==> src/rtl/irqc_pkg.sv <==
package irqc_pkg;
    typedef enum logic [1:0] {
        REG_NONE = 2'd0,
        REG_SET  = 2'd1,
        REG_CLR  = 2'd2,
        REG_STAT = 2'd3
    } irqc_reg_e;
endpackage

==> src/rtl/irqc_decode.sv <==
module irqc_decode
    import irqc_pkg::*;
#(
    parameter int               ADDR_W   = 4,
    parameter logic [ADDR_W-1:0] OFS_SET  = 'h0,
    parameter logic [ADDR_W-1:0] OFS_CLR  = 'h4,
    parameter logic [ADDR_W-1:0] OFS_STAT = 'hC
) (
    input  logic [ADDR_W-1:0] addr,
    output irqc_reg_e         kind
);
    always_comb begin
        if (addr == OFS_SET)       kind = REG_SET;
        else if (addr == OFS_CLR)  kind = REG_CLR;
        else if (addr == OFS_STAT) kind = REG_STAT;
        else                       kind = REG_NONE;
    end
endmodule

==> src/rtl/irqc_enable_bank.sv <==
module irqc_enable_bank #(
    parameter int N_GROUPS = 4,
    parameter int GROUP_W  = 8,
    localparam int SRC_W   = N_GROUPS * GROUP_W
) (
    input  logic             clk,
    input  logic             rst_n,
    input  logic [SRC_W-1:0] set_mask,
    input  logic [SRC_W-1:0] clr_mask,
    output logic [SRC_W-1:0] en_q
);
    for (genvar g = 0; g < N_GROUPS; g++) begin : g_grp
        localparam int LO = g * GROUP_W;
        always_ff @(posedge clk or negedge rst_n) begin
            if (!rst_n) begin
                en_q[LO +: GROUP_W] <= '0;
            end else begin
                // clear takes priority over set on the same bit
                en_q[LO +: GROUP_W] <= (en_q[LO +: GROUP_W] | set_mask[LO +: GROUP_W])
                                       & ~clr_mask[LO +: GROUP_W];
            end
        end
    end
endmodule

==> src/rtl/irqc_group_or.sv <==
module irqc_group_or #(
    parameter int N_GROUPS = 4,
    parameter int GROUP_W  = 8,
    localparam int SRC_W   = N_GROUPS * GROUP_W
) (
    input  logic                clk,
    input  logic                rst_n,
    input  logic [SRC_W-1:0]    pend,
    output logic [N_GROUPS-1:0] irq_q
);
    for (genvar g = 0; g < N_GROUPS; g++) begin : g_or
        always_ff @(posedge clk or negedge rst_n) begin
            if (!rst_n) irq_q[g] <= 1'b0;
            else        irq_q[g] <= |pend[g*GROUP_W +: GROUP_W];
        end
    end
endmodule

==> src/rtl/irq_group_combiner.sv <==
module irq_group_combiner
    import irqc_pkg::*;
#(
    parameter int N_GROUPS = 4,
    parameter int GROUP_W  = 8,
    parameter int ADDR_W   = 4,
    parameter logic [ADDR_W-1:0] OFS_SET  = 'h0,
    parameter logic [ADDR_W-1:0] OFS_CLR  = 'h4,
    parameter logic [ADDR_W-1:0] OFS_STAT = 'hC,
    localparam int SRC_W = N_GROUPS * GROUP_W
) (
    input  logic                clk,
    input  logic                rst_n,
    input  logic [ADDR_W-1:0]   bus_addr,
    input  logic                bus_we,
    input  logic [SRC_W-1:0]    bus_wdata,
    output logic [SRC_W-1:0]    bus_rdata,
    input  logic [SRC_W-1:0]    src_level,
    output logic [N_GROUPS-1:0] grp_irq
);
    irqc_reg_e        kind;
    logic [SRC_W-1:0] set_mask;
    logic [SRC_W-1:0] clr_mask;
    logic [SRC_W-1:0] en_vec;
    logic [SRC_W-1:0] pend;

    irqc_decode #(
        .ADDR_W(ADDR_W), .OFS_SET(OFS_SET), .OFS_CLR(OFS_CLR), .OFS_STAT(OFS_STAT)
    ) u_dec (
        .addr(bus_addr),
        .kind(kind)
    );

    assign set_mask = (bus_we && kind == REG_SET) ? bus_wdata : '0;
    assign clr_mask = (bus_we && kind == REG_CLR) ? bus_wdata : '0;

    irqc_enable_bank #(.N_GROUPS(N_GROUPS), .GROUP_W(GROUP_W)) u_bank (
        .clk(clk), .rst_n(rst_n),
        .set_mask(set_mask), .clr_mask(clr_mask),
        .en_q(en_vec)
    );

    assign pend = src_level & en_vec;

    irqc_group_or #(.N_GROUPS(N_GROUPS), .GROUP_W(GROUP_W)) u_or (
        .clk(clk), .rst_n(rst_n),
        .pend(pend),
        .irq_q(grp_irq)
    );

    always_comb begin
        unique case (kind)
            REG_SET, REG_CLR: bus_rdata = en_vec;
            REG_STAT:         bus_rdata = pend;
            default:          bus_rdata = '0;
        endcase
    end
endmodule

==> config.mk <==
export PLATFORM = sky130hd
export DESIGN_NAME = irq_group_combiner
export DESIGN_NICKNAME = d
export VERILOG_FILES = /design/src/rtl/irqc_pkg.sv /design/src/rtl/irqc_decode.sv /design/src/rtl/irqc_enable_bank.sv /design/src/rtl/irqc_group_or.sv /design/src/rtl/irq_group_combiner.sv
export SDC_FILE = /design/constraint.sdc
export NUM_CORES = 1
export LEC_CHECK = 0
export BUFFER_PORTS_ARGS = -buffer_cell sky130_fd_sc_hd__buf_4
export CORE_UTILIZATION = 48
export CTS_BUF_LIST = sky130_fd_sc_hd__clkbuf_4 sky130_fd_sc_hd__clkbuf_8
export DETAILED_ROUTE_END_ITERATION = 16
export PLACE_DENSITY = 0.83
export SLEW_MARGIN = 40
export SYNTH_ARGS = -nofsm -noshare
export SYNTH_HDL_FRONTEND = slang
export SYNTH_SLANG_ARGS = --single-unit
==> constraint.sdc <==
create_clock -name clk -period 2.4 [get_ports clk]
set_clock_uncertainty 0.2 [all_clocks]
set_input_delay 0.12 -clock clk [delete_from_list [all_inputs] [get_ports clk]]
set_output_delay 0.12 -clock clk [all_outputs]
set_load 0.1 [all_outputs]
==> out/qor.csv, run 1 <==
stage;metric;value;unit
outcome;status;complete, no violations;
logic_synthesis;synth_compound_area_share;28.8;%
finish;diodes;0;
worst_hold_path;min_from;bus_wdata[17];
logic_synthesis;yosys.area_share.simple;22.6;%
setup_path;required;2.08;ns
setup_path;start_kind;input pin;
flow_run;cap_violations;0;
finish;fillers;192;
logic_synthesis;synth_area_leaders;dfrtp_1, a32o_2, nor3b_1;
grt;grt_pass1_vias;2780;
placed_design;place_area;3400;sq um
logic_synthesis;syn_area;2190;sq um
route;drt-wirelength-per-cell;22.0;microns
placed_design;routabilityCongestion;0.806;
finish;utilization;90.2;%
logic_synthesis;synth-xor-area-share;0.399;%
timing;finalCritPeriodShare;93.7;%
placed_design;dp_cells;366;
timing;fin_crit;2.25;ns
setup_path;cp-startpoint;bus_addr[1];
cts;root_buffer;clkbuf_8;
grt;grtUsageTotal;37.9;%
logic_synthesis;ys_seq_area_share;41.1;%
logic_synthesis;synth_cell_type_count;18;
grt;grt_max_degree;37;
timing;hold_violations;0;
setup_path;r2r_setup_slack;0.23;ns
power_and_ir_drop;vdd_drop_max;0.441;mV
setup_path;end_kind;output port;
cts;htree_levels;2;
power_and_ir_drop;p_per_area;606;nW/um^2
cts;cts_buffer_depth;2;
setup_path;timing.rr.start;u_bank.en_q[5];
logic_synthesis;syn_area_per_cell;9.97;sq um
timing;max_freq;0.445;GHz
cts;insertion_delay;0.29;ns
timing;finalWorstSetupSlack;0.151;ns
logic_synthesis;synthAdderAreaFrac;1.71;%
grt;antenna_found_initial;0;
finish;fin_cells;418;
cts;numCtsBuffers;5;
floorplan;io_pins;107;
timing;slew_headroom;64.0;%
floorplan;die_area;4840;sq um
setup_path;path_class;input pin to output port;
route;vias;2762;
setup_path;worstPathArrival;1.93;ns
finish;drive_above_1_share;51.4;%
grt;grt_pass1_wl;14.3;mm
floorplan;start_util;50.0;%
placed_design;hpwlAfterDp;5.05;mm
placed_design;io_buffers;106;
cts;cts_tree;yes;
logic_synthesis;synth-warning-count;0;
timing;slew_violations;0;
route;vias_per_cell;6.61;
setup_path;worstPathMaxFanout;17;
logic_synthesis;synth_area_leader_cell;dfrtp_1;
placed_design;dp_slack;0.160;ns
logic_synthesis;synth_top_family_by_area;compound AO/OA/AOI/OAI gates;
finish;area_growth;80.2;%
route;drc;0;
logic_synthesis;synth_cells;220;
logic_synthesis;synth.area.mux_share;0;%
route;first_pass_iters;5;
floorplan;core_area;4380;sq um
worst_hold_path;hold_class;input pin to register;
route;antenna_left;0;
route;drt_iter0_drc;317;
logic_synthesis;syn-num-nets;294;
floorplan;die_y;69.6;microns
floorplan;die_w;69.6;microns
finish;nets;439;
cts;numClockSinks;36;
grt;grt_remaining_overflow;0;
floorplan;num_rows;24;
power_and_ir_drop;total_power;2.39;mW
timing;finalSetupViolations;0;
timing;rsz0062_at_grt;no;
route;routed_wl;9.18;mm
finish;final_area;3950;sq um
power_and_ir_drop;power_leakage;1.94;nW
timing;tightest_slew;0.540;ns
cts;path_clk_slew;0.07;ns
logic_synthesis;synth-seq-cells;36;
logic_synthesis;synth_top_area_share;41.1;%
==> where the power goes <==
group	leakage, nW	internal (mW)	switching (mW)	total (mW)
combinational	1.43	0.484	0.562	1.05
clock	0.0523	0.257	0.223	0.480
sequential	0.450	0.746	0.122	0.868
==> final timing paths <==
| check | depth (start not counted) | end |
|---|---|---|
| worst max-delay path | 8 | bus_rdata[23] |
| worst min-delay path | 3 | u_bank.en_q[17] |
| worst max register to register | 4 | u_or.irq_q[0] |
| worst min register to register | 1 | u_bank.en_q[4] |
| max in group asynchronous | 2 | u_bank.en_q[8] |
| min in group asynchronous | 2 | u_or.irq_q[3] |
==> kinds of logic after synthesis <==
family / Yosys count
adders and majority gates: 3
AOI/OAI and AO/OA: 80
DFF: 36
xor gates and xnor gates: 1
buffers and inverters: 23
and+or+nand+nor: 77
==> flip-flops by register name, summed over array words and instances (netlist names) <==
name,cells
u_bank.en_q,32
u_or.irq_q,4
==> layout make-up <==
class	count	area, sq um	share of cell area, %
well taps	52	65.1	1.65
repair buffers	161	1340	33.8
clock buffers	8	97.6	2.47
multi-input cells	161	1550	39.3
flip-flops and latches	36	901	22.8
==> Yosys cell counts, drive strengths merged <==
master   n
nand3   32
ha       3
nand2    2
dfrtp   36
clkbuf  16
and2     2
a22o     3
a22oi   16
xnor2    1
nand4    4
a32o    29
nor4b    1
nor3b   35
buf      7
a21oi   32
nor2     1
==> layer usage <==
metal / vias up / track usage [%] / part of all wire [%]
li1: 1176 / - / -
met1: 1373 / 45.8 / 38
met2: 179 / 65.7 / 52
met3: 34 / 7.99 / 7.8
met4: 0 / 14.7 / 2.9
met5: - / 0 / 0
==> stage by stage <==
| step | hold slack (ns) | TNS [ns] |
|---|---|---|
| 2_1_floorplan | -0.376 | -1.40 |
| 3_3_place_gp | -0.0931 | 0 |
| 3_5_place_dp | -0.0929 | 0 |
| 4_1_cts | 0.00353 | 0 |
| 5_1_grt | 0.0195 | 0 |
| 6_report | 0.0101 | 0 |
==> critical path, stage by stage <==
cell	delay, ns
buf_4	0.13
nor2_4	0.22
nand2_1	0.16
ha_4	0.45
buf_8	0.22
a21oi_1	0.09
nor3b_4	0.20
buf_4	0.32
==> timing repair <==
item,CTS,global route
setup buffers,0,1
resized for setup,0,1
setup endpoints to repair,0,2
endpoints found under the hold margin,70,0
hold buffers,43,0
==> placed cells by master, fill, tap and decap left out <==
cell,instances
nor4b_4,1
nor3b_1,3
dlygate4sd3_1,43
a22oi_1,16
clkbuf_4,2
and2_1,2
buf_4,116
nand2_1,2
clkbuf_8,6
a21oi_1,32
buf_12,1
buf_8,1
nand4_1,4
a22o_1,3
xnor2_1,1
nor2_4,1
nand3_1,32
dfrtp_1,36
a32o_2,27
ha_4,1
a32o_1,2
ha_1,2
nor3b_4,32
No activity file was read; power rests on OpenSTA's default activity.
==> inputs of run 2 (changes only) <==
--- a/config.mk
+++ b/config.mk
@@ -6,6 +6,7 @@
 export NUM_CORES = 1
 export LEC_CHECK = 0
 export BUFFER_PORTS_ARGS = -buffer_cell sky130_fd_sc_hd__buf_4
+export CORE_MARGIN = 4
 export CORE_UTILIZATION = 48
 export CTS_BUF_LIST = sky130_fd_sc_hd__clkbuf_4 sky130_fd_sc_hd__clkbuf_8
 export DETAILED_ROUTE_END_ITERATION = 16
==> out/qor.csv, run 2 (synthesis results as in run 1) <==
stage;metric;value;unit;change
finish;nets;443;;+0.91%
power_and_ir_drop;p_per_area;608;nW/um^2;+0.41%
timing;slew_violations;0;;unchanged
placed_design;hpwlAfterDp;5.20;mm;+3.0%
setup_path;crit_end;u_or.irq_q[1];;
timing;finalWorstSetupSlack;0.115;ns;-0.0368 ns
finish;largest_reg_flops;32;;unchanged
setup_path;timing.rr.start;u_bank.en_q[13];;
route;antenna_left;0;;unchanged
finish;diodes;0;;unchanged
timing;slew_headroom;59.3;%;-4.7 points
grt;grt_max_degree;37;;unchanged
grt;grt_pass1_vias;3042;;+9.4%
floorplan;io_pins;107;;unchanged
finish;utilization;90.8;%;+0.68 points
cts;insertion_delay;0.30;ns;about the same
grt;grt_pass1_wl;14.9;mm;+3.9%
placed_design;routabilityCongestion;0.818;;+1.4%
timing;rsz0062_at_grt;no;;
route;routed_wl;9.74;mm;+6.1%
timing;hold_violations;0;;unchanged
timing;hold_ws;0.124;ns;+0.113 ns
timing;tightest_slew;0.610;ns;+0.0700 ns
setup_path;end_kind;register;;
cts;numCtsBuffers;5;;unchanged
finish;top_regs;u_bank.en_q: 32 flops, u_or.irq_q: 4 flops;;
route;drt_iter0_drc;293;;-7.6%
floorplan;die_area;5710;sq um;+18%
grt;grtUsageTotal;35.2;%;-2.7 points
route;first_pass_iters;5;;unchanged
setup_path;start_kind;input pin;;
finish;drive_above_1_share;50.5;%;-0.83 points
placed_design;dp_slack;0.287;ns;+0.127 ns
finish;mostFrequentLayoutCells;buf_4, dlygate4sd3_1, dfrtp_1;;
timing;finalSetupViolations;0;;unchanged
floorplan;num_rows;24;;unchanged
route;drt-wirelength-per-cell;23.1;microns;+5.1%
power_and_ir_drop;vdd_drop_max;0.445;mV;+0.93%
setup_path;cp-startpoint;src_level[12];;
setup_path;worstPathMaxFanout;2;;-15
power_and_ir_drop;total_power;2.42;mW;+1.2%
placed_design;io_buffers;106;;unchanged
outcome;status;complete, no violations;;
cts;path_clk_slew;0.08;ns;about the same
setup_path;r2r_setup_slack;0.16;ns;-0.07 ns
cts;post_cts_buffers;0;;unchanged
setup_path;worstPathArrival;2.26;ns;+0.33 ns
cts;cts_tree;yes;;
setup_path;required;2.37;ns;+0.29 ns
timing;max_freq;0.438;GHz;-1.6%
finish;area_growth;81.6;%;
finish;final_common_cell;buf_4;;
floorplan;die_y;75.6;microns;+8.6%
setup_path;r2r_cells;4;;unchanged
cts;root_buffer;clkbuf_8;;
route;vias_per_cell;6.62;;+0.20%
timing;fin_crit;2.29;ns;+0.0368 ns
grt;antenna_found_initial;0;;unchanged
cts;htree_levels;2;;unchanged
timing;finalCritPeriodShare;95.2;%;+1.5 points
route;drc;0;;unchanged
setup_path;r2r_end;u_or.irq_q[1];;
floorplan;core_area;4380;sq um;unchanged
setup_path;path_class;input pin to register;;
finish;regMostFlops;u_bank.en_q;;
flow_run;cap_violations;0;;unchanged
floorplan;die_w;75.6;microns;+8.6%
grt;grt_remaining_overflow;0;;unchanged
power_and_ir_drop;power_leakage;1.95;nW;+0.84%
floorplan;start_util;50.0;%;unchanged
worst_hold_path;hold_class;input pin to asynchronous set/reset pin;;
cts;cts_buffer_depth;2;;unchanged
route;vias;2794;;+1.2%
cts;numClockSinks;36;;unchanged
[run 2: cell types whose count changed in the layout (fill, tap and decap cells not counted), sizes merged]
cell / delta
buf: -1
dlygate4sd3: +5
[run 2: worst max-delay path, stage by stage]
cell and delay [ns]:
dlygate4sd3_1 0.54, buf_4 0.15, a22oi_1 0.13, dlygate4sd3_1 0.61, nand4_1 0.11, dlygate4sd3_1 0.59
[run 2: how the worst min path moves through the flow]
stage               cells after the start  slack, ns              to
CTS                                     3       0.12  u_bank.en_q[1]
detailed placement                      1      -0.09   u_or.irq_q[3]
floorplan                               0      -0.38  u_bank.en_q[0]
finish                                  2       0.12   u_or.irq_q[3]
global placement                        1      -0.09   u_or.irq_q[3]
global route                            3       0.15  u_bank.en_q[0]
[run 2: what timing repair did]
item,4_1_cts,5_1_grt
hold endpoints to repair,72,0
resized for setup,0,0
hold buffers,48,0
[run 2: final cells by class]
cell class | instances | area [sq um]
flip-flops and latches | 36 | 901
repair buffers | 165 | 1370
clock buffers | 8 | 97.6
well taps | 52 | 65.1
fillers | 175 | 402
multi-input cells | 161 | 1550
[run 2: routing by layer]
| layer | vias to the layer above | track usage (%) | wire length, microns |
|---|---|---|---|
| li1 | 1185 | - | - |
| met1 | 1390 | 39.4 | 3620 |
| met2 | 172 | 60.1 | 4980 |
| met3 | 47 | 8.71 | 725 |
| met4 | 0 | 21.2 | 418 |
| met5 | - | 0 | 0 |
[run 2: metrics by stage]
step / instance area (sq um) / setup TNS, ns / std cells
floorplan: 2570 / -1.40 / 220
global placement: 3380 / 0 / 365
detailed placement: 3400 / 0 / 366
CTS: 3980 / 0 / 422
global route: 3980 / 0 / 422
finish: 3980 / 0 / 422
[run 2: power by group]
part | leakage [nW] | switching (mW) | internal [mW] | total [mW]
combinational | 1.45 | 0.569 | 0.495 | 1.06
clock | 0.0523 | 0.229 | 0.257 | 0.486
sequential | 0.450 | 0.126 | 0.746 | 0.872
